[src/rtl/spi_regctl_pkg.sv]
package spi_regctl_pkg;

    localparam int BYTE_W = 8;

    typedef enum logic [1:0] {
        ST_IDLE  = 2'd0,
        ST_LEAD  = 2'd1,
        ST_TRAIL = 2'd2
    } xfer_state_e;

    typedef struct packed {
        logic [1:0] rate;
        logic       cpha;
        logic       cpol;
        logic       master;
        logic       ie;
    } ctrl_t;

endpackage

[src/rtl/spi_sync.sv]
module spi_sync #(
    parameter int              W       = 1,
    parameter logic [W-1:0]    RST_VAL = '0
) (
    input  logic         clk,
    input  logic         rst_n,
    input  logic [W-1:0] d,
    output logic [W-1:0] q
);
    logic [W-1:0] meta;

    always_ff @(posedge clk or negedge rst_n) begin
        if (!rst_n) begin
            meta <= RST_VAL;
            q    <= RST_VAL;
        end else begin
            meta <= d;
            q    <= meta;
        end
    end
endmodule

[src/rtl/spi_clkdiv.sv]
module spi_clkdiv #(
    parameter int BASE_HALF = 2,
    localparam int CNT_W    = $clog2(BASE_HALF << 5) + 1
) (
    input  logic       clk,
    input  logic       rst_n,
    input  logic       run,
    input  logic [1:0] rate,
    output logic       tick
);
    logic [CNT_W-1:0] cnt;
    logic [CNT_W-1:0] lim;
    int               shamt;

    always_comb begin
        shamt = (rate == 2'd3) ? 5 : 2 * int'(rate);
        lim   = CNT_W'((BASE_HALF << shamt) - 1);
    end

    always_ff @(posedge clk or negedge rst_n) begin
        if (!rst_n)          cnt <= '0;
        else if (!run)       cnt <= '0;
        else if (cnt == lim) cnt <= '0;
        else                 cnt <= cnt + 1'b1;
    end

    assign tick = run && (cnt == lim);
endmodule

[src/rtl/spi_shifter.sv]
module spi_shifter
    import spi_regctl_pkg::*;
#(
    parameter int  BITS = BYTE_W,
    localparam int CW   = $clog2(BITS)
) (
    input  logic            clk,
    input  logic            rst_n,
    input  logic            master,
    input  logic            cpol,
    input  logic            cpha,
    input  logic            load,
    input  logic [BITS-1:0] load_data,
    input  logic            abort,
    input  logic            tick,
    input  logic            sck_s,
    input  logic            mosi_s,
    input  logic            ss_s,
    input  logic            miso_i,
    output xfer_state_e     state,
    output logic            busy,
    output logic            sck_o,
    output logic            out_bit,
    output logic            done,
    output logic [BITS-1:0] shreg,
    output logic [CW-1:0]   bit_cnt
);
    xfer_state_e nxt;
    logic        sck_prev, obit, samp;
    logic        lead_ev, trail_ev, in_bit, s_rise, s_fall;
    logic        last_bit;

    assign s_rise   = sck_s && !sck_prev;
    assign s_fall   = !sck_s && sck_prev;
    assign in_bit   = master ? miso_i : mosi_s;
    assign last_bit = (bit_cnt == CW'(BITS - 1));

    always_comb begin
        if (master) begin
            lead_ev  = (state == ST_LEAD) && tick;
            trail_ev = (state == ST_TRAIL) && tick;
        end else begin
            lead_ev  = !ss_s && (cpol ? s_fall : s_rise);
            trail_ev = !ss_s && (cpol ? s_rise : s_fall);
        end
    end

    // state register
    always_ff @(posedge clk or negedge rst_n) begin
        if (!rst_n) state <= ST_IDLE;
        else        state <= nxt;
    end

    always_comb begin
        nxt = state;
        unique case (state)
            ST_IDLE:  if (master ? load : !ss_s) nxt = ST_LEAD;
            ST_LEAD:  if (!master && ss_s) nxt = ST_IDLE;
                      else if (lead_ev)    nxt = ST_TRAIL;
            ST_TRAIL: if (!master && ss_s) nxt = ST_IDLE;
                      else if (trail_ev)   nxt = (master && last_bit) ? ST_IDLE : ST_LEAD;
            default:  nxt = ST_IDLE;
        endcase
        if (abort) nxt = ST_IDLE;
    end

    // datapath and outputs
    always_ff @(posedge clk or negedge rst_n) begin
        if (!rst_n) begin
            shreg    <= '0;
            bit_cnt  <= '0;
            obit     <= 1'b0;
            samp     <= 1'b0;
            done     <= 1'b0;
            sck_prev <= 1'b0;
        end else begin
            sck_prev <= sck_s;
            done     <= 1'b0;
            if (abort) begin
                bit_cnt <= '0;
            end else if (load) begin
                shreg   <= load_data;
                obit    <= load_data[BITS-1];
                bit_cnt <= '0;
            end else if (!master && ss_s) begin
                bit_cnt <= '0;
            end else begin
                if (lead_ev) begin
                    if (cpha) begin
                        obit  <= shreg[BITS-1];
                        shreg <= {shreg[BITS-2:0], 1'b0};
                    end else begin
                        samp  <= in_bit;
                    end
                end
                if (trail_ev) begin
                    if (cpha) shreg[0] <= in_bit;
                    else      shreg    <= {shreg[BITS-2:0], samp};
                    bit_cnt <= bit_cnt + 1'b1;
                    if (last_bit) done <= 1'b1;
                end
            end
        end
    end

    assign busy    = master ? (state != ST_IDLE) : ((state == ST_TRAIL) || (bit_cnt != '0));
    assign sck_o   = cpol ^ (master && (state == ST_TRAIL));
    assign out_bit = cpha ? obit : shreg[BITS-1];
endmodule

[src/rtl/spi_regctl.sv]
module spi_regctl
    import spi_regctl_pkg::*;
#(
    parameter int              ADDR_W    = 4,
    parameter logic [ADDR_W-1:0] CTRL_OFS = 4'hD,
    parameter logic [ADDR_W-1:0] STAT_OFS = 4'hE,
    parameter logic [ADDR_W-1:0] DATA_OFS = 4'hF,
    parameter int              BASE_HALF = 2
) (
    input  logic              clk,
    input  logic              rst_n,
    input  logic [ADDR_W-1:0] bus_addr,
    input  logic              bus_wr,
    input  logic              bus_rd,
    input  logic [7:0]        bus_wdata,
    output logic [7:0]        bus_rdata,
    output logic              irq,
    input  logic              irq_ack,
    output logic              sck_o,
    output logic              sck_oe,
    input  logic              sck_i,
    output logic              mosi_o,
    output logic              mosi_oe,
    input  logic              mosi_i,
    output logic              miso_o,
    output logic              miso_oe,
    input  logic              miso_i,
    input  logic              ss_n_i
);
    localparam int CW = $clog2(BYTE_W);

    ctrl_t             ctrl_q;
    logic [BYTE_W-1:0] rxbuf, shreg;
    logic              flag_done, flag_wcol, arm;
    logic              ss_s, sck_s, mosi_s;
    logic              sel_ctrl, sel_stat, sel_data;
    logic              data_wr, data_acc, clr, mfault, load, busy, done_p, tick, out_bit;
    logic [CW-1:0]     bit_cnt;
    xfer_state_e       st;

    spi_sync #(.W(3), .RST_VAL(3'b100)) u_sync (
        .clk(clk), .rst_n(rst_n),
        .d({ss_n_i, sck_i, mosi_i}),
        .q({ss_s, sck_s, mosi_s})
    );

    assign sel_ctrl = (bus_addr == CTRL_OFS);
    assign sel_stat = (bus_addr == STAT_OFS);
    assign sel_data = (bus_addr == DATA_OFS);
    assign data_wr  = bus_wr && sel_data;
    assign data_acc = (bus_wr || bus_rd) && sel_data;
    assign clr      = arm && data_acc;
    assign mfault   = ctrl_q.master && !ss_s;
    assign load     = data_wr && !busy;

    spi_clkdiv #(.BASE_HALF(BASE_HALF)) u_div (
        .clk(clk), .rst_n(rst_n),
        .run(ctrl_q.master && (st != ST_IDLE)),
        .rate(ctrl_q.rate),
        .tick(tick)
    );

    spi_shifter #(.BITS(BYTE_W)) u_shf (
        .clk(clk), .rst_n(rst_n),
        .master(ctrl_q.master), .cpol(ctrl_q.cpol), .cpha(ctrl_q.cpha),
        .load(load), .load_data(bus_wdata), .abort(mfault), .tick(tick),
        .sck_s(sck_s), .mosi_s(mosi_s), .ss_s(ss_s), .miso_i(miso_i),
        .state(st), .busy(busy), .sck_o(sck_o), .out_bit(out_bit),
        .done(done_p), .shreg(shreg), .bit_cnt(bit_cnt)
    );

    always_ff @(posedge clk or negedge rst_n) begin
        if (!rst_n) begin
            ctrl_q    <= '0;
            rxbuf     <= '0;
            flag_done <= 1'b0;
            flag_wcol <= 1'b0;
            arm       <= 1'b0;
        end else begin
            if (bus_wr && sel_ctrl) ctrl_q <= ctrl_t'(bus_wdata[5:0]);
            if (mfault)             ctrl_q.master <= 1'b0;

            if (done_p) rxbuf <= shreg;

            if (done_p || mfault)     flag_done <= 1'b1;
            else if (irq_ack || clr)  flag_done <= 1'b0;

            if (data_wr && busy) flag_wcol <= 1'b1;
            else if (clr)        flag_wcol <= 1'b0;

            if (bus_rd && sel_stat && (flag_done || flag_wcol)) arm <= 1'b1;
            else if (data_acc)                                  arm <= 1'b0;
        end
    end

    always_comb begin
        bus_rdata = '0;
        if (sel_ctrl)      bus_rdata = {2'b00, ctrl_q};
        else if (sel_stat) bus_rdata = {flag_done, flag_wcol, 6'b000000};
        else if (sel_data) bus_rdata = rxbuf;
    end

    assign irq     = flag_done && ctrl_q.ie;
    assign sck_oe  = ctrl_q.master;
    assign mosi_oe = ctrl_q.master;
    assign mosi_o  = out_bit;
    assign miso_o  = out_bit;
    assign miso_oe = !ctrl_q.master && !ss_s;
endmodule

[config.mk]
export PLATFORM = sky130hd
export DESIGN_NAME = spi_regctl
export DESIGN_NICKNAME = d
export VERILOG_FILES = /design/src/rtl/spi_regctl_pkg.sv /design/src/rtl/spi_sync.sv /design/src/rtl/spi_clkdiv.sv /design/src/rtl/spi_shifter.sv /design/src/rtl/spi_regctl.sv
export SDC_FILE = /design/constraint.sdc
export NUM_CORES = 1
export LEC_CHECK = 0
export ABC_AREA = 1
export ABC_CLOCK_PERIOD_IN_PS = 4700
export BUFFER_PORTS_ARGS = -buffer_cell sky130_fd_sc_hd__buf_2
export CORE_UTILIZATION = 24
export CTS_CLUSTER_SIZE = 25
export DETAILED_ROUTE_END_ITERATION = 8
export PLACE_DENSITY = 0.47
export SLEW_MARGIN = 5
export SYNTH_ARGS = -nofsm -noshare
export SYNTH_HDL_FRONTEND = slang
export SYNTH_SLANG_ARGS = --single-unit
[constraint.sdc]
create_clock -name clk -period 4.7 [get_ports clk]
set_input_delay 0.47 -clock clk [delete_from_list [all_inputs] [get_ports clk]]
set_output_delay 0.47 -clock clk [all_outputs]
set_load 0.01 [all_outputs]
### Yosys cells after proc, flatten, opt, wreduce, memory -nomap -nowiden

Index checks and enable logic that the tools add are counted.
W data, S select, Z words.

| word-level totals | value |
|---|---|
| bits in registers | 47 |
| memory bits (read-only) | 0 |
| latch bits | 0 |
| bits in writable memories | 0 |
| memories | 0 |
| output and inout port bits | 15 |
| input port bits | 21 |
| logic and storage cells | 140 |

| cells by class | value |
|---|---|
| shift operators | 1 |
| divide/modulo/power cells | 0 |
| bitwise gates (word level) | 5 |
| $add $sub $neg | 3 |
| $lt $le $gt $ge | 0 |
| multiply operators | 0 |
| equality and inequality tests | 12 |
| multiplexer cells | 50 |
| reductions and logical operators | 49 |

Operators with widths:

| operator | count |
|---|---|
| $mux W8 | 8 |
| $shl A2 B32 Y7 const A | 1 |
| $mux W1 | 26 |
| $logic_and A1 B1 Y1 | 22 |
| $mux W7 | 3 |
| $mux W3 | 5 |
| $mux W2 | 7 |
| $reduce_bool A2 Y1 | 7 |
| $eq A4 B4 Y1 const B | 3 |
| $reduce_bool A3 Y1 | 3 |
| $reduce_and A4 Y1 | 2 |
| $add A7 B1 Y7 const B | 1 |
| $eq A7 B7 Y1 | 1 |
| $sub A7 B2 Y7 const B | 1 |
| $pmux W2 S3 | 1 |
| $logic_not A1 Y1 | 5 |
| $logic_or A1 B1 Y1 | 5 |
| $reduce_and A5 Y1 | 1 |
| $eq A2 B2 Y1 const B | 2 |
| $ne A4 B2 Y1 const B | 1 |
| $ne A4 B3 Y1 const B | 1 |
| $not A1 Y1 | 4 |
| $reduce_bool A4 Y1 | 1 |
| $add A3 B1 Y3 const B | 1 |
| 8 further kinds | 8 |

### Depth between registers and ports, before layout

Gate-level depths: netlist (run 1).

| depth | value |
|---|---|
| depth in word-level cells | 13 |
| gate-level depth with buffers | 13 |
| mapped depth without buffers | 13 |

### Hierarchy

Synthesis (run 1) repeated with hierarchy kept, for this count alone.

| second synthesis, totals | value |
|---|---|
| cell total of the unflattened synthesis | 350 |
| area total of the unflattened synthesis | 2658.8 sq um |

By module, submodules not included:

| module | area an instance (sq um) | instances | sequential area each (sq um) | cells each |
|---|---|---|---|---|
| spi_shifter | 1169.9 | 1 | 425.4 | 169 |
| spi_regctl | 905.9 | 1 | 425.4 | 116 |
| spi_clkdiv | 430.4 | 1 | 175.2 | 59 |
| spi_sync | 152.6 | 1 | 152.6 | 6 |

### Worst setup path before layout (run 1)

OpenSTA, ideal clock, no wires.

| path | value |
|---|---|
| kind | reg-to-reg |
| start point | register, netlist name mosi_oe |
| end point | register u_shf.shreg[1] |
| buffers on the path | 0 |
| period minus slack after synthesis | 1674 ps |
| required time | 4587 ps |
| slack | 3026 ps |
| data arrival time | 1561 ps |
| library setup time | 113 ps |
| cell stages (with the launch flop) | 12 |
| path through | dfrtp_1 inv_2 nor3_1 nand4_1 nand2_1 nand2_1 nand2_4 nand3_1 nand2_1 nand2_1 nand2_1 inv_1 |

| on the way | value |
|---|---|
| longest elaborated chain between the ends | 9 |
| elaborated cells on any way between the ends | 20 |
| those cells by class | eq/ne: 1; mux: 8; bitwise: 1; reduce/logical: 10 |

RTL lines:

| element | RTL line | text |
|---|---|---|
| $logic_and A1 B1 Y1 | spi_regctl.sv:58 | `.run(ctrl_q.master && (st != ST_IDLE)),` |
| $logic_and A1 B1 Y1 | spi_clkdiv.sv:27 | `assign tick = run && (cnt == lim);` |
| $logic_and A1 B1 Y1 | spi_shifter.sv:40 | `lead_ev = (state == ST_LEAD) && tick;` |
| $mux W1 | spi_shifter.sv:39 | `if (master) begin` |
| $mux W8 | spi_shifter.sv:88 | `if (lead_ev) begin` |
| $mux W7 | spi_shifter.sv:97 | `if (cpha) shreg[0] <= in_bit;` |
| $mux W8 | spi_shifter.sv:96 | `if (trail_ev) begin` |
| $mux W8 | spi_shifter.sv:85 | `end else if (!master && ss_s) begin` |
| $mux W8 | spi_shifter.sv:81 | `end else if (load) begin` |
| to (signal assigned) | spi_shifter.sv:82 | `shreg <= load_data;` |
| to (signal assigned) | spi_shifter.sv:91 | `shreg <= {shreg[BITS-2:0], 1'b0};` |
| to (signal assigned) | spi_shifter.sv:98 | `else shreg <= {shreg[BITS-2:0], samp};` |
| to (decl) | spi_shifter.sv:25 | `output logic [BITS-1:0] shreg,` |

Several ways; a longest one is shown, not always the timed one. The select of a mux whose other input is x is not followed.
A chain may end at the register's enable or synchronous reset.

### Final worst setup path (run 1)

| path | value |
|---|---|
| start point | register, netlist name mosi_oe |
| end point | register u_shf.shreg[1] |

| on the way | value |
|---|---|
| longest elaborated chain between the ends | 9 |
| elaborated cells on any way between the ends | 20 |
| those cells by class | eq/ne: 1; mux: 8; bitwise: 1; reduce/logical: 10 |

RTL lines:

| element | RTL line |
|---|---|
| $logic_and A1 B1 Y1 | spi_regctl.sv:58 |
| $logic_and A1 B1 Y1 | spi_clkdiv.sv:27 |
| $logic_and A1 B1 Y1 | spi_shifter.sv:40 |
| $mux W1 | spi_shifter.sv:39 |
| $mux W8 | spi_shifter.sv:88 |
| $mux W7 | spi_shifter.sv:97 |
| $mux W8 | spi_shifter.sv:96 |
| $mux W8 | spi_shifter.sv:85 |
| $mux W8 | spi_shifter.sv:81 |

Several ways; a longest one is shown, not always the timed one. The select of a mux whose other input is x is not followed.

==> out/results.tsv, run 1 <==
stage	metric	value	unit
cells_and_area	Area growth syn-to-layout	16.9	%
global_routing	vias in the first global route	2167	
cells_and_area	area of the multi-input gates	0.00112	sq mm
pwr	Leak	0.00152	uW
placed_design	placed insts	494	
setup_path	Worst Path Arrival	2.31	ns
detailed_routing	drt wl/cell	12.2	um
synthesis	Synth Flop Type	dfrtp_1	
floorplan	Die X	105	um
synthesis	Synth area leaders	dfrtp_1, nand2_1, inv_1	
setup_path	Slowest-stage cell, CP	dfrtp_1	
cts	CTS resizes	0	
timing	Pins Over Slew Limit	0	
synthesis	Mapped Nets	355	
cells_and_area	layout cells sized above 1	15.6	%
floorplan	die height	105	um
global_routing	initial antenna violation count	0	
setup_path	delay of the slowest cell on the worst path	0.49	ns
timing	Fin Clk Skew	0.00287	ns
setup_path	CP startpoint kind	flip-flop	
cts	Clock Tree Buf Depth	2	
global_routing	first-pass GRT wire length	10500	um
timing	Final setup violation count	0	
synthesis	Yosys top cell by area	dfrtp_1	
floorplan	# IOs	36	
setup_path	kind of critical path	flip-flop to flip-flop	
cells_and_area	post-layout util	28.8	%
cts	Clock Latency Late Sink	0.30	ns
timing	Slew @ Worst Pin	0.629	ns
synthesis	syn_area_per_cell	7.73	sq um
detailed_routing	WL final	6120	um
min_path	Min-Delay Path Class	input port to asynchronous set/reset pin	
cells_and_area	Non-Filler Instances	501	
cts	CTS tree	done	
synthesis	Synth top area share	44.5	%
cts	clock buffer count from CTS	5	
synthesis	Synth Cell Area	0.00253	sq mm
cts	Clock Sinks	47	
run	# Max-Cap Violations	0	
global_routing	largest net degree at the start of global routing	48	
pwr	pwr dens	434	mW/mm^2
global_routing	GRT Resource Usage Total	12.1	%
global_routing	GRT overflow	0	
timing	post-layout min period	2.11	ns
cts	H-tree depth	2	
synthesis	Gate Count Post-Synth	327	
timing	Final Hold Fails	0	
detailed_routing	Vias per Instance	4.30	
cts	CTS root buf	clkbuf_8	
cts	postcts setup bufs	0	
floorplan	Die ar.	0.0110	sq mm
timing	RSZ-0062 raised after global routing	false	
placed_design	post-detail-place hpwl	4640	um
placed_design	GPL Wtd Cong	0.797	
detailed_routing	remaining antenna violation count after routing	0	
timing	setup_tns	0	ns
detailed_routing	Post-route DRC	0	
synthesis	synth unique cells	35	
cells_and_area	fin nets	393	
synthesis	Yosys Warn Count	0	
cells_and_area	Antenna Cells	0	
timing	Slew HR	58.1	%
setup_path	Setup crit end kind	flip-flop	
synthesis	sequential share of the synthesized area	46.6	%
setup_path	Worst Path Required	4.90	ns
cts	Post-CTS Hold Fix Bufs	0	
setup_path	largest fanout on the critical path	16	
floorplan	Initial Utilization	24.6	%
cells_and_area	FILL cells	1141	
synthesis	number of enable flip-flop cells after synthesis	0	
detailed_routing	via count	2152	
detailed_routing	DRT Pass-1 Iters	4	
cells_and_area	register area	0.00118	sq mm
floorplan	Rows	37	
detailed_routing	Iter 0 DRT Violations	162	
timing	final worst path period share	44.9	%
synthesis	Async SR Flop Fraction	100	%
pwr	Total Power	1280	uW
placed_design	port bufs	35	
cts	CTS clk-pin slew, worst paths	0.09	ns
timing	Highest Clock Rate	474	MHz
floorplan	core box area	0.0103	sq mm
setup_path	Critical Path, Cell by Cell	inv_2, nor2_1, inv_1, nand3_2, inv_1, nand2_1, a21boi_1, nand2_1, nand2_1, inv_1	
pwr	peak supply drop	0.000122	V
synthesis	Seq cells post-synth	47	
run_status	status	finished clean	
## layout make-up
type / instances / share of cell area, %
inverters: 54 / 6.86
clock inverters: 1 / 1.02
clock buffers: 6 / 2.45
flip-flops and latches: 47 / 39.9
well taps: 136 / 5.76
repair buffers: 36 / 6.18
multi-input cells: 221 / 37.9
## sequential cells by signal, summed over array words and instances (netlist names)
register,count
u_shf.sck_prev,1
u_shf.state,2
u_sync.q,3
mosi_oe,1
ctrl_q,5
u_shf.samp,1
u_shf.bit_cnt,3
rxbuf,8
u_shf.shreg,8
u_shf.done,1
u_shf.obit,1
u_div.cnt,7
u_sync.meta,3
arm,1
flag_wcol,1
flag_done,1
## final timing paths
check	start	end	slack (ns)	depth (start not counted)
max in group asynchronous	rst_n	ctrl_q[2]$_DFFE_PN0P_	4.02	2
hold / removal	rst_n	u_sync.meta[0]$_DFF_PN0_	0.26	2
hold reg to reg	u_sync.meta[0]$_DFF_PN0_	u_sync.q[0]$_DFF_PN0_	0.36	0
min in group clk	ss_n_i	u_sync.meta[2]$_DFF_PN1_	0.26	1
setup reg to reg	mosi_oe$_DFFE_PN0P_	u_shf.shreg[1]$_DFFE_PN0P_	2.59	10
setup / recovery	mosi_oe$_DFFE_PN0P_	u_shf.shreg[1]$_DFFE_PN0P_	2.59	10
## cell usage in the layout, fill, tap and decap left out, drive strengths merged
| cell | n |
|---|---|
| nor4 | 1 |
| nand3 | 21 |
| o22ai | 5 |
| a21boi | 1 |
| xor2 | 4 |
| ha | 7 |
| inv | 54 |
| or2 | 2 |
| nand2 | 93 |
| o31ai | 3 |
| o21ai | 30 |
| dfrtp | 45 |
| o21bai | 2 |
| a22o | 1 |
| mux2i | 1 |
| a211oi | 1 |
| dfstp | 2 |
| bufinv | 1 |
| mux2 | 1 |
| nor3b | 1 |
| clkbuf | 6 |
| nor2 | 32 |
| nand4 | 3 |
| buf | 36 |
| xnor2 | 1 |
| nor3 | 3 |
| a21oi | 8 |
## cells in the mapped netlist, types with 3 or more instances
cell type / count
ha_1: 7
xor2_1: 4
nand3_1: 20
nor3_1: 3
o22ai_1: 5
dfrtp_1: 45
o21ai_0: 29
nand2_1: 92
inv_2: 3
nor2_1: 31
inv_1: 51
a21oi_1: 7
## kinds of logic after synthesis
logic type / count (synthesis) / synth area share (%)
adders and majority gates: 7 / 3.46
DFF: 47 / 46.6
AOI/OAI and AO/OA: 51 / 12.3
xor gates and xnor gates: 5 / 1.73
muxes: 2 / 0.841
and+or+nand+nor: 156 / 25.9
buffers and inverters: 59 / 9.10
## critical path: cells and delay by family (launching register included)
| kind | cells | cell delay (ns) |
|---|---|---|
| compound gates | 1 | 0.31 |
| buf+inv | 4 | 0.51 |
| flops | 1 | 0.49 |
| simple gates | 5 | 0.71 |
## where the power goes
part / internal, uW / switching (uW) / leakage, uW / total [uW]
Combinational: 157 / 268 / 0.000869 / 425
Clock: 156 / 135 / 0.0000513 / 291
Sequential: 490 / 76.9 / 0.000599 / 567
Total: 803 / 480 / 0.00152 / 1280
## metal layers
layer	vias up	wire length (um)	part of all wire, %	GRT usage, %
met2	47	2700	44	19.3
met1	997	3070	50	16.6
met5	-	0	0	0
met3	7	285	4.7	2.62
li1	1101	-	-	-
met4	0	64	1.0	3.32
## through the flow
stage | worst slack, ns | hold slack (ns) | cell area (sq um)
finish | 2.59 | 0.261 | 2960
global route | 2.31 | 0.237 | 2960
CTS | 2.58 | 0.245 | 2960
detailed placement | 2.45 | 0.338 | 2850
global placement | 2.52 | 0.336 | 2850
floorplan | 3.03 | 0.174 | 2530
(Power assumes the default switching activity.)
==> run 2, diff against run 1 <==
- ABC_CLOCK_PERIOD_IN_PS: 4700 -> 2000
- clock period: 4.7 -> 2 ns (I/O delays scaled with it)
==> out/results.tsv, run 2 (same netlist as run 1, synthesis figures left out) <==
stage	metric	value	unit	change
timing	final worst path period share	91.7	%	was 44.9%
timing	post-layout min period	1.83	ns	was 2.11 ns
cells_and_area	fin nets	410		was 393
cts	Clock Latency Late Sink	0.31	ns	was 0.30 ns
min_path	Min-Delay Path Class	input port to flip-flop		was input port to asynchronous set/reset pin
setup_path	start point of the critical path	u_shf.bit_cnt[0]$_DFFE_PN0P_		was mosi_oe$_DFFE_PN0P_
cells_and_area	Area growth syn-to-layout	23.8	%	was 16.9%
timing	Final setup violation count	0		unchanged
setup_path	largest fanout on the critical path	11		was 16
floorplan	Die X	105	um	unchanged
setup_path	Critical Path, Cell by Cell	inv_1, ha_1, inv_1, o31ai_4, nand3_4, a21oi_4, buf_4, nand2_1, nor2_1, nor2_1		was inv_2, nor2_1, inv_1, nand3_2, inv_1, nand2_1, a21boi_1, nand2_1, nand2_1, inv_1
timing	Slew @ Worst Pin	0.517	ns	was 0.629 ns
placed_design	GPL Wtd Cong	0.870		was 0.797
global_routing	GRT overflow	0		unchanged
setup_path	Setup crit end kind	flip-flop		unchanged
timing	Slew HR	65.5	%	was 58.1%
cells_and_area	commonest non-fill, non-tap cell in the layout	nand2_1		unchanged
setup_path	worst r2r src	u_shf.bit_cnt[0]$_DFFE_PN0P_		was mosi_oe$_DFFE_PN0P_
floorplan	Initial Utilization	24.6	%	unchanged
cts	Clock Tree Buf Depth	2		unchanged
setup_path	Slowest-stage cell, CP	dfrtp_1		unchanged
pwr	Leak	0.00161	uW	was 0.00152 uW
cts	CTS clk-pin slew, worst paths	0.10	ns	was 0.09 ns
timing	Fin Clk Skew	0.00994	ns	was 0.00287 ns
detailed_routing	Vias per Instance	4.37		was 4.30
cts	clock buffer count from CTS	5		unchanged
pwr	Total Power	3160	uW	was 1280 uW
run_status	status	finished clean		unchanged
setup_path	Worst Path Arrival	2.03	ns	was 2.31 ns
cells_and_area	area of the multi-input gates	0.00113	sq mm	was 0.00112 sq mm
placed_design	post-detail-place hpwl	4960	um	was 4640 um
cells_and_area	most frequent cells in the layout	nand2_1, inv_1, dfrtp_1, buf_2, nor2_1		unchanged
setup_path	CP top delay family	compound AO/OA/AOI/OAI gates		was simple AND/OR/NAND/NOR gates
cells_and_area	layout cells sized above 1	19.1	%	was 15.6%
pwr	peak supply drop	0.000380	V	was 0.000122 V
floorplan	Rows	37		unchanged
detailed_routing	via count	2268		was 2152
cells_and_area	Top Registers	rxbuf: 8 flops, u_shf.shreg: 8 flops, u_div.cnt: 7 flops		unchanged
run	# Max-Cap Violations	0		unchanged
detailed_routing	WL final	6460	um	was 6120 um
setup_path	WP buf/inv	3		was 4
cells_and_area	FILL cells	1123		was 1141
cts	CTS root buf	clkbuf_8		unchanged
cells_and_area	Antenna Cells	0		unchanged
detailed_routing	drt wl/cell	12.5	um	was 12.2 um
setup_path	delay of the slowest cell on the worst path	0.41	ns	was 0.49 ns
global_routing	first-pass GRT wire length	11000	um	was 10500 um
floorplan	# IOs	36		unchanged
floorplan	die height	105	um	unchanged
timing	RSZ-0062 raised after global routing	true		was false
setup_path	Worst Path Required	2.20	ns	was 4.90 ns
timing	hold slack	0.0683	ns	was 0.261 ns
cells_and_area	register area	0.00118	sq mm	unchanged
detailed_routing	Post-route DRC	0		unchanged
global_routing	GRT Resource Usage Total	12.7	%	was 12.1%
global_routing	vias in the first global route	2229		was 2167
global_routing	largest net degree at the start of global routing	28		was 48
cts	Clock Sinks	47		unchanged
detailed_routing	Iter 0 DRT Violations	104		was 162
detailed_routing	DRT Pass-1 Iters	4		unchanged
timing	Final Hold Fails	0		unchanged
placed_design	port bufs	35		unchanged
setup_path	kind of critical path	flip-flop to flip-flop		unchanged
global_routing	initial antenna violation count	0		unchanged
floorplan	core box area	0.0103	sq mm	unchanged
cts	H-tree depth	2		unchanged
detailed_routing	remaining antenna violation count after routing	0		unchanged
timing	Pins Over Slew Limit	0		unchanged
cts	CTS tree	done		unchanged
floorplan	Die ar.	0.0110	sq mm	unchanged
pwr	pwr dens	1010	mW/mm^2	was 434 mW/mm^2
min_path	Worst Min Path Start	irq_ack		
timing	Highest Clock Rate	545	MHz	was 474 MHz
setup_path	CP startpoint kind	flip-flop		unchanged
run 2: per-stage QoR:
step / cell area, sq um / util (%) / std cells / setup slack (ns) / TNS, ns
2_1_floorplan: 2530 / - / 327 / 0.326 / 0
3_3_place_gp: 2960 / 28.8 / 506 / 0.150 / 0
3_5_place_dp: 2960 / 28.8 / 506 / 0.111 / 0
4_1_cts: 3110 / 30.3 / 518 / 0.0854 / 0
5_1_grt: 3130 / 30.5 / 519 / -0.00528 / -0.00528
6_report: 3130 / 30.5 / 519 / 0.165 / 0
run 2: per-layer routing:
layer / share of wire, % / global-route usage (%) / up-vias
met3: 4.5 / 2.50 / 8
li1: - / - / 1138
met1: 49 / 17.9 / 1069
met2: 45 / 19.5 / 53
met4: 1.1 / 3.82 / 0
met5: 0 / 0 / -
run 2: what timing repair did:
item                                    4_1_cts  5_1_grt
endpoints found under the hold margin        23        0
gates resized for setup                       0        2
setup buffers                                 0        1
hold buffers                                  4        0
endpoints found under the setup margin        0       10
run 2: cell type report:
cell class,count,area share (%)
tap,136,5.44
sequential,47,37.6
clock buffer,5,2.20
multi-input combinational,221,36.1
clock inverter,3,1.52
inverter,54,6.47
timing repair buffer,53,10.6
run 2: final timing paths:
path,endpoint,slack (ns),cells past startpoint
worst min-delay path,flag_done$_DFFE_PN0P_,0.07,2
worst min register to register,u_sync.q[1]$_DFF_PN0_,0.36,0
worst max register to register,u_shf.obit$_DFFE_PN0P_,0.17,10
worst max-delay path,u_shf.obit$_DFFE_PN0P_,0.17,10
max in group asynchronous,u_sync.meta[2]$_DFF_PN1_,1.01,3
min in group asynchronous,u_shf.shreg[7]$_DFFE_PN0P_,0.39,2
run 2: where the power goes:
| part | switching [uW] | internal, uW |
|---|---|---|
| clock network | 350 | 379 |
| logic | 690 | 436 |
| registers | 153 | 1150 |
==> run 3, diff against run 2 <==
- ABC_AREA: 1 -> default
==> out/results.tsv, run 3 <==
stage	metric	value	unit	change
detailed_routing	Vias per Instance	4.56		was 4.37
cts	H-tree depth	2		unchanged
synthesis	Yosys top cell by area	dfrtp_1		unchanged
timing	Highest Clock Rate	471	MHz	was 545 MHz
timing	final worst setup slack	-0.124	ns	was 0.165 ns
timing	post-layout min period	2.12	ns	was 1.83 ns
synthesis	Synth Cell Area	0.00260	sq mm	was 0.00253 sq mm
synthesis	Mapped Nets	278		was 355
timing	Final Hold Fails	0		unchanged
global_routing	GRT Resource Usage Total	12.5	%	was 12.7%
cells_and_area	area of the multi-input gates	0.00140	sq mm	was 0.00113 sq mm
setup_path	kind of critical path	flip-flop to flip-flop		unchanged
synthesis	sequential share of the synthesized area	45.2	%	was 46.6%
cells_and_area	fin nets	352		was 410
global_routing	GRT overflow	0		unchanged
cts	Clock Tree Buf Depth	2		unchanged
synthesis	Synth area leaders	dfrtp_1, mux2_2, mux2i_1		was dfrtp_1, nand2_1, inv_1
setup_path	Worst Path Required	2.19	ns	was 2.20 ns
synthesis	Synth top area share	43.2	%	was 44.5%
synthesis	synth unique cells	55		was 35
min_path	Min-Delay Path Class	input port to flip-flop		unchanged
cells_and_area	Area growth syn-to-layout	32.6	%	was 23.8%
pwr	pwr dens	915	mW/mm^2	was 1010 mW/mm^2
detailed_routing	drt wl/cell	14.4	um	was 12.5 um
floorplan	die height	106	um	was 105 um
detailed_routing	WL final	6630	um	was 6460 um
setup_path	start point of the critical path	u_div.cnt[2]$_DFF_PN0_		was u_shf.bit_cnt[0]$_DFFE_PN0P_
cts	CTS clk-pin slew, worst paths	0.10	ns	about the same
setup_path	worst r2r src	u_div.cnt[2]$_DFF_PN0_		was u_shf.bit_cnt[0]$_DFFE_PN0P_
cts	Clock Sinks	47		unchanged
global_routing	met3 Usage GRT	2.27	%	was 2.50%
cts	clock buffer count from CTS	5		unchanged
setup_path	WP buf/inv	1		was 3
detailed_routing	Iter 0 DRT Violations	113		was 104
setup_path	delay of the slowest cell on the worst path	0.52	ns	was 0.41 ns
pwr	peak supply drop	0.000314	V	was 0.000380 V
global_routing	initial antenna violation count	0		unchanged
placed_design	GPL Wtd Cong	0.754		was 0.870
global_routing	largest net degree at the start of global routing	27		was 28
synthesis	Seq cells post-synth	47		unchanged
cells_and_area	FILL cells	1071		was 1123
pwr	Leak	0.00156	uW	was 0.00161 uW
global_routing	gr busiest metal	met2		unchanged
synthesis	Async SR Flop Fraction	100	%	unchanged
cells_and_area	Non-Filler Instances	461		was 519
setup_path	Critical R2R Capture	u_shf.shreg[2]$_DFFE_PN0P_		was u_shf.obit$_DFFE_PN0P_
setup_path	CP top delay family	simple AND/OR/NAND/NOR gates		was compound AO/OA/AOI/OAI gates
cells_and_area	commonest non-fill, non-tap cell in the layout	dfrtp_1		was nand2_1
synthesis	syn_area_per_cell	10.4	sq um	was 7.73 sq um
setup_path	Worst Path Arrival	2.32	ns	was 2.03 ns
setup_path	Setup crit end kind	flip-flop		unchanged
synthesis	Post-synth top cells	dfrtp_1, nor2_1, mux2_2		was nand2_1, inv_1, dfrtp_1
setup_path	Slowest-stage cell, CP	or4_1		was dfrtp_1
synthesis	Yosys Warn Count	0		unchanged
cells_and_area	layout cells sized above 1	37.8	%	was 19.1%
placed_design	post-detail-place hpwl	5030	um	was 4960 um
run_status	status	finished with violations		was finished clean
run	# Max-Cap Violations	0		unchanged
timing	Final setup violation count	9		was 0
floorplan	Die X	106	um	was 105 um
cells_and_area	Top Registers	rxbuf: 8 flops, u_shf.shreg: 8 flops, u_div.cnt: 7 flops		unchanged
floorplan	# IOs	36		unchanged
floorplan	core box area	0.0104	sq mm	was 0.0103 sq mm
setup_path	Critical Path, Cell by Cell	or4_1, and3_4, or4b_4, o31ai_4, buf_6, a211oi_2		was inv_1, ha_1, inv_1, o31ai_4, nand3_4, a21oi_4, buf_4, nand2_1, nor2_1, nor2_1
setup_path	CP startpoint kind	flip-flop		unchanged
setup_path	worst-case reg-to-reg path depth	6		was 10
synthesis	number of enable flip-flop cells after synthesis	0		unchanged
detailed_routing	remaining antenna violation count after routing	0		unchanged
placed_design	Placement Cell Area	0.00320	sq mm	was 0.00296 sq mm
timing	setup_tns	-0.820	ns	was 0 ns
timing	RSZ-0062 raised after global routing	true		unchanged
global_routing	vias in the first global route	2119		was 2229
run_status	failing checks	negative setup slack		
timing	Fin Clk Skew	0.0140	ns	was 0.00994 ns
cells_and_area	register area	0.00118	sq mm	unchanged
cts	CTS tree	done		unchanged
floorplan	Die ar.	0.0113	sq mm	was 0.0110 sq mm
cts	CTS root buf	clkbuf_8		unchanged
detailed_routing	Post-route DRC	0		unchanged
synthesis	most frequent cell after synthesis	dfrtp_1		was nand2_1
synthesis	Synth Flop Type	dfrtp_1		unchanged
global_routing	GR Util met1	18.4	%	was 17.9%
cts	Clock Latency Late Sink	0.31	ns	about the same
detailed_routing	DRT Pass-1 Iters	4		unchanged
timing	Slew HR	64.8	%	was 65.5%
timing	final worst path period share	106	%	was 91.7%
timing	Slew @ Worst Pin	0.528	ns	was 0.517 ns
placed_design	placed insts	448		was 506
cells_and_area	most frequent cells in the layout	dfrtp_1, buf_4, buf_2, nor2_1, mux2_2		was nand2_1, inv_1, dfrtp_1, buf_2, nor2_1
timing	Pins Over Slew Limit	0		unchanged
floorplan	Rows	37		unchanged
global_routing	first-pass GRT wire length	11100	um	was 11000 um
global_routing	GR Util met2	19.1	%	was 19.5%
cells_and_area	Finished Cell Area	0.00345	sq mm	was 0.00313 sq mm
detailed_routing	via count	2102		was 2268
synthesis	Gate Count Post-Synth	250		was 327
cells_and_area	Antenna Cells	0		unchanged
setup_path	Worst R2R Setup Slack	-0.12	ns	was 0.17 ns
setup_path	largest fanout on the critical path	6		was 11
placed_design	port bufs	35		unchanged
setup_path	Crit path depth	6		was 10
setup_path	crit path capture	u_shf.shreg[2]$_DFFE_PN0P_		was u_shf.obit$_DFFE_PN0P_
floorplan	Initial Utilization	25.0	%	was 24.6%
==> run 3: what timing repair did <==
action	4_1_cts	5_1_grt
gates resized for setup	9	7
endpoints found under the hold margin	24	0
setup endpoints to repair	13	15
cloned	0	0
pin swaps	6	5
hold buffers	4	0
buffers inserted	1	0
==> run 3: cells by family after synthesis <==
kind of cell / synth area share, %
compound gates: 12.7
xor+xnor: 3.03
buf+inv: 4.23
mux: 13.1
fa+ha+maj: 3.36
flops: 45.2
simple gates: 18.3
==> run 3: layout make-up <==
cell class	count	area share [%]
Clock inverter	3	1.38
Timing Repair Buffer	79	15.6
Sequential cell	47	34.1
Clock buffer	5	1.99
Inverter	13	1.41
Tap cell	136	4.93
Multi-Input combinational cell	178	40.6
==> run 3: stage by stage <==
stage / hold WS, ns / worst slack (ns) / utilization [%] / power (uW)
floorplan: -0.0956 / -0.199 / - / 1920
global placement: 0.219 / -0.160 / 30.7 / 2350
detailed placement: 0.218 / -0.180 / 30.7 / 2360
CTS: 0.126 / -0.187 / 32.7 / 3160
global route: 0.138 / -0.180 / 33.2 / 3380
finish: 0.140 / -0.124 / 33.2 / 3160
==> run 3: worst min-delay path by stage <==
stage / cells past startpoint / from / slack [ns] / end
after CTS: 2 / bus_addr[0] / 0.13 / arm$_DFFE_PN0P_
after floorplan: 0 / rst_n / -0.1 / arm$_DFFE_PN0P_
after global routing: 2 / bus_addr[0] / 0.14 / arm$_DFFE_PN0P_
final: 2 / bus_addr[0] / 0.14 / arm$_DFFE_PN0P_
after detailed placement: 1 / rst_n / 0.22 / u_div.cnt[3]$_DFF_PN0_
after global placement: 1 / rst_n / 0.22 / u_div.cnt[3]$_DFF_PN0_
==> run 3: where the power goes <==
part	internal [uW]	leakage (uW)	switching, uW
combinational	576	0.000890	591
sequential	1100	0.000611	157
clock	380	0.0000587	357
total	2060	0.00156	1110
==> run 3: worst register-to-register path: cells and delay by family (launching register included) <==
| family | cells | cell delay, ns |
|---|---|---|
| AO/OA/AOI/OAI | 2 | 0.26 |
| AND/OR/NAND/NOR | 3 | 1.22 |
| buffers and inverters | 1 | 0.16 |
| flip-flops | 1 | 0.38 |
==> run 3: layer usage <==
layer	up-vias	routed length (um)
li1	1055	-
met1	1002	3390
met2	41	2960
met3	4	242
met4	0	47
met5	-	0
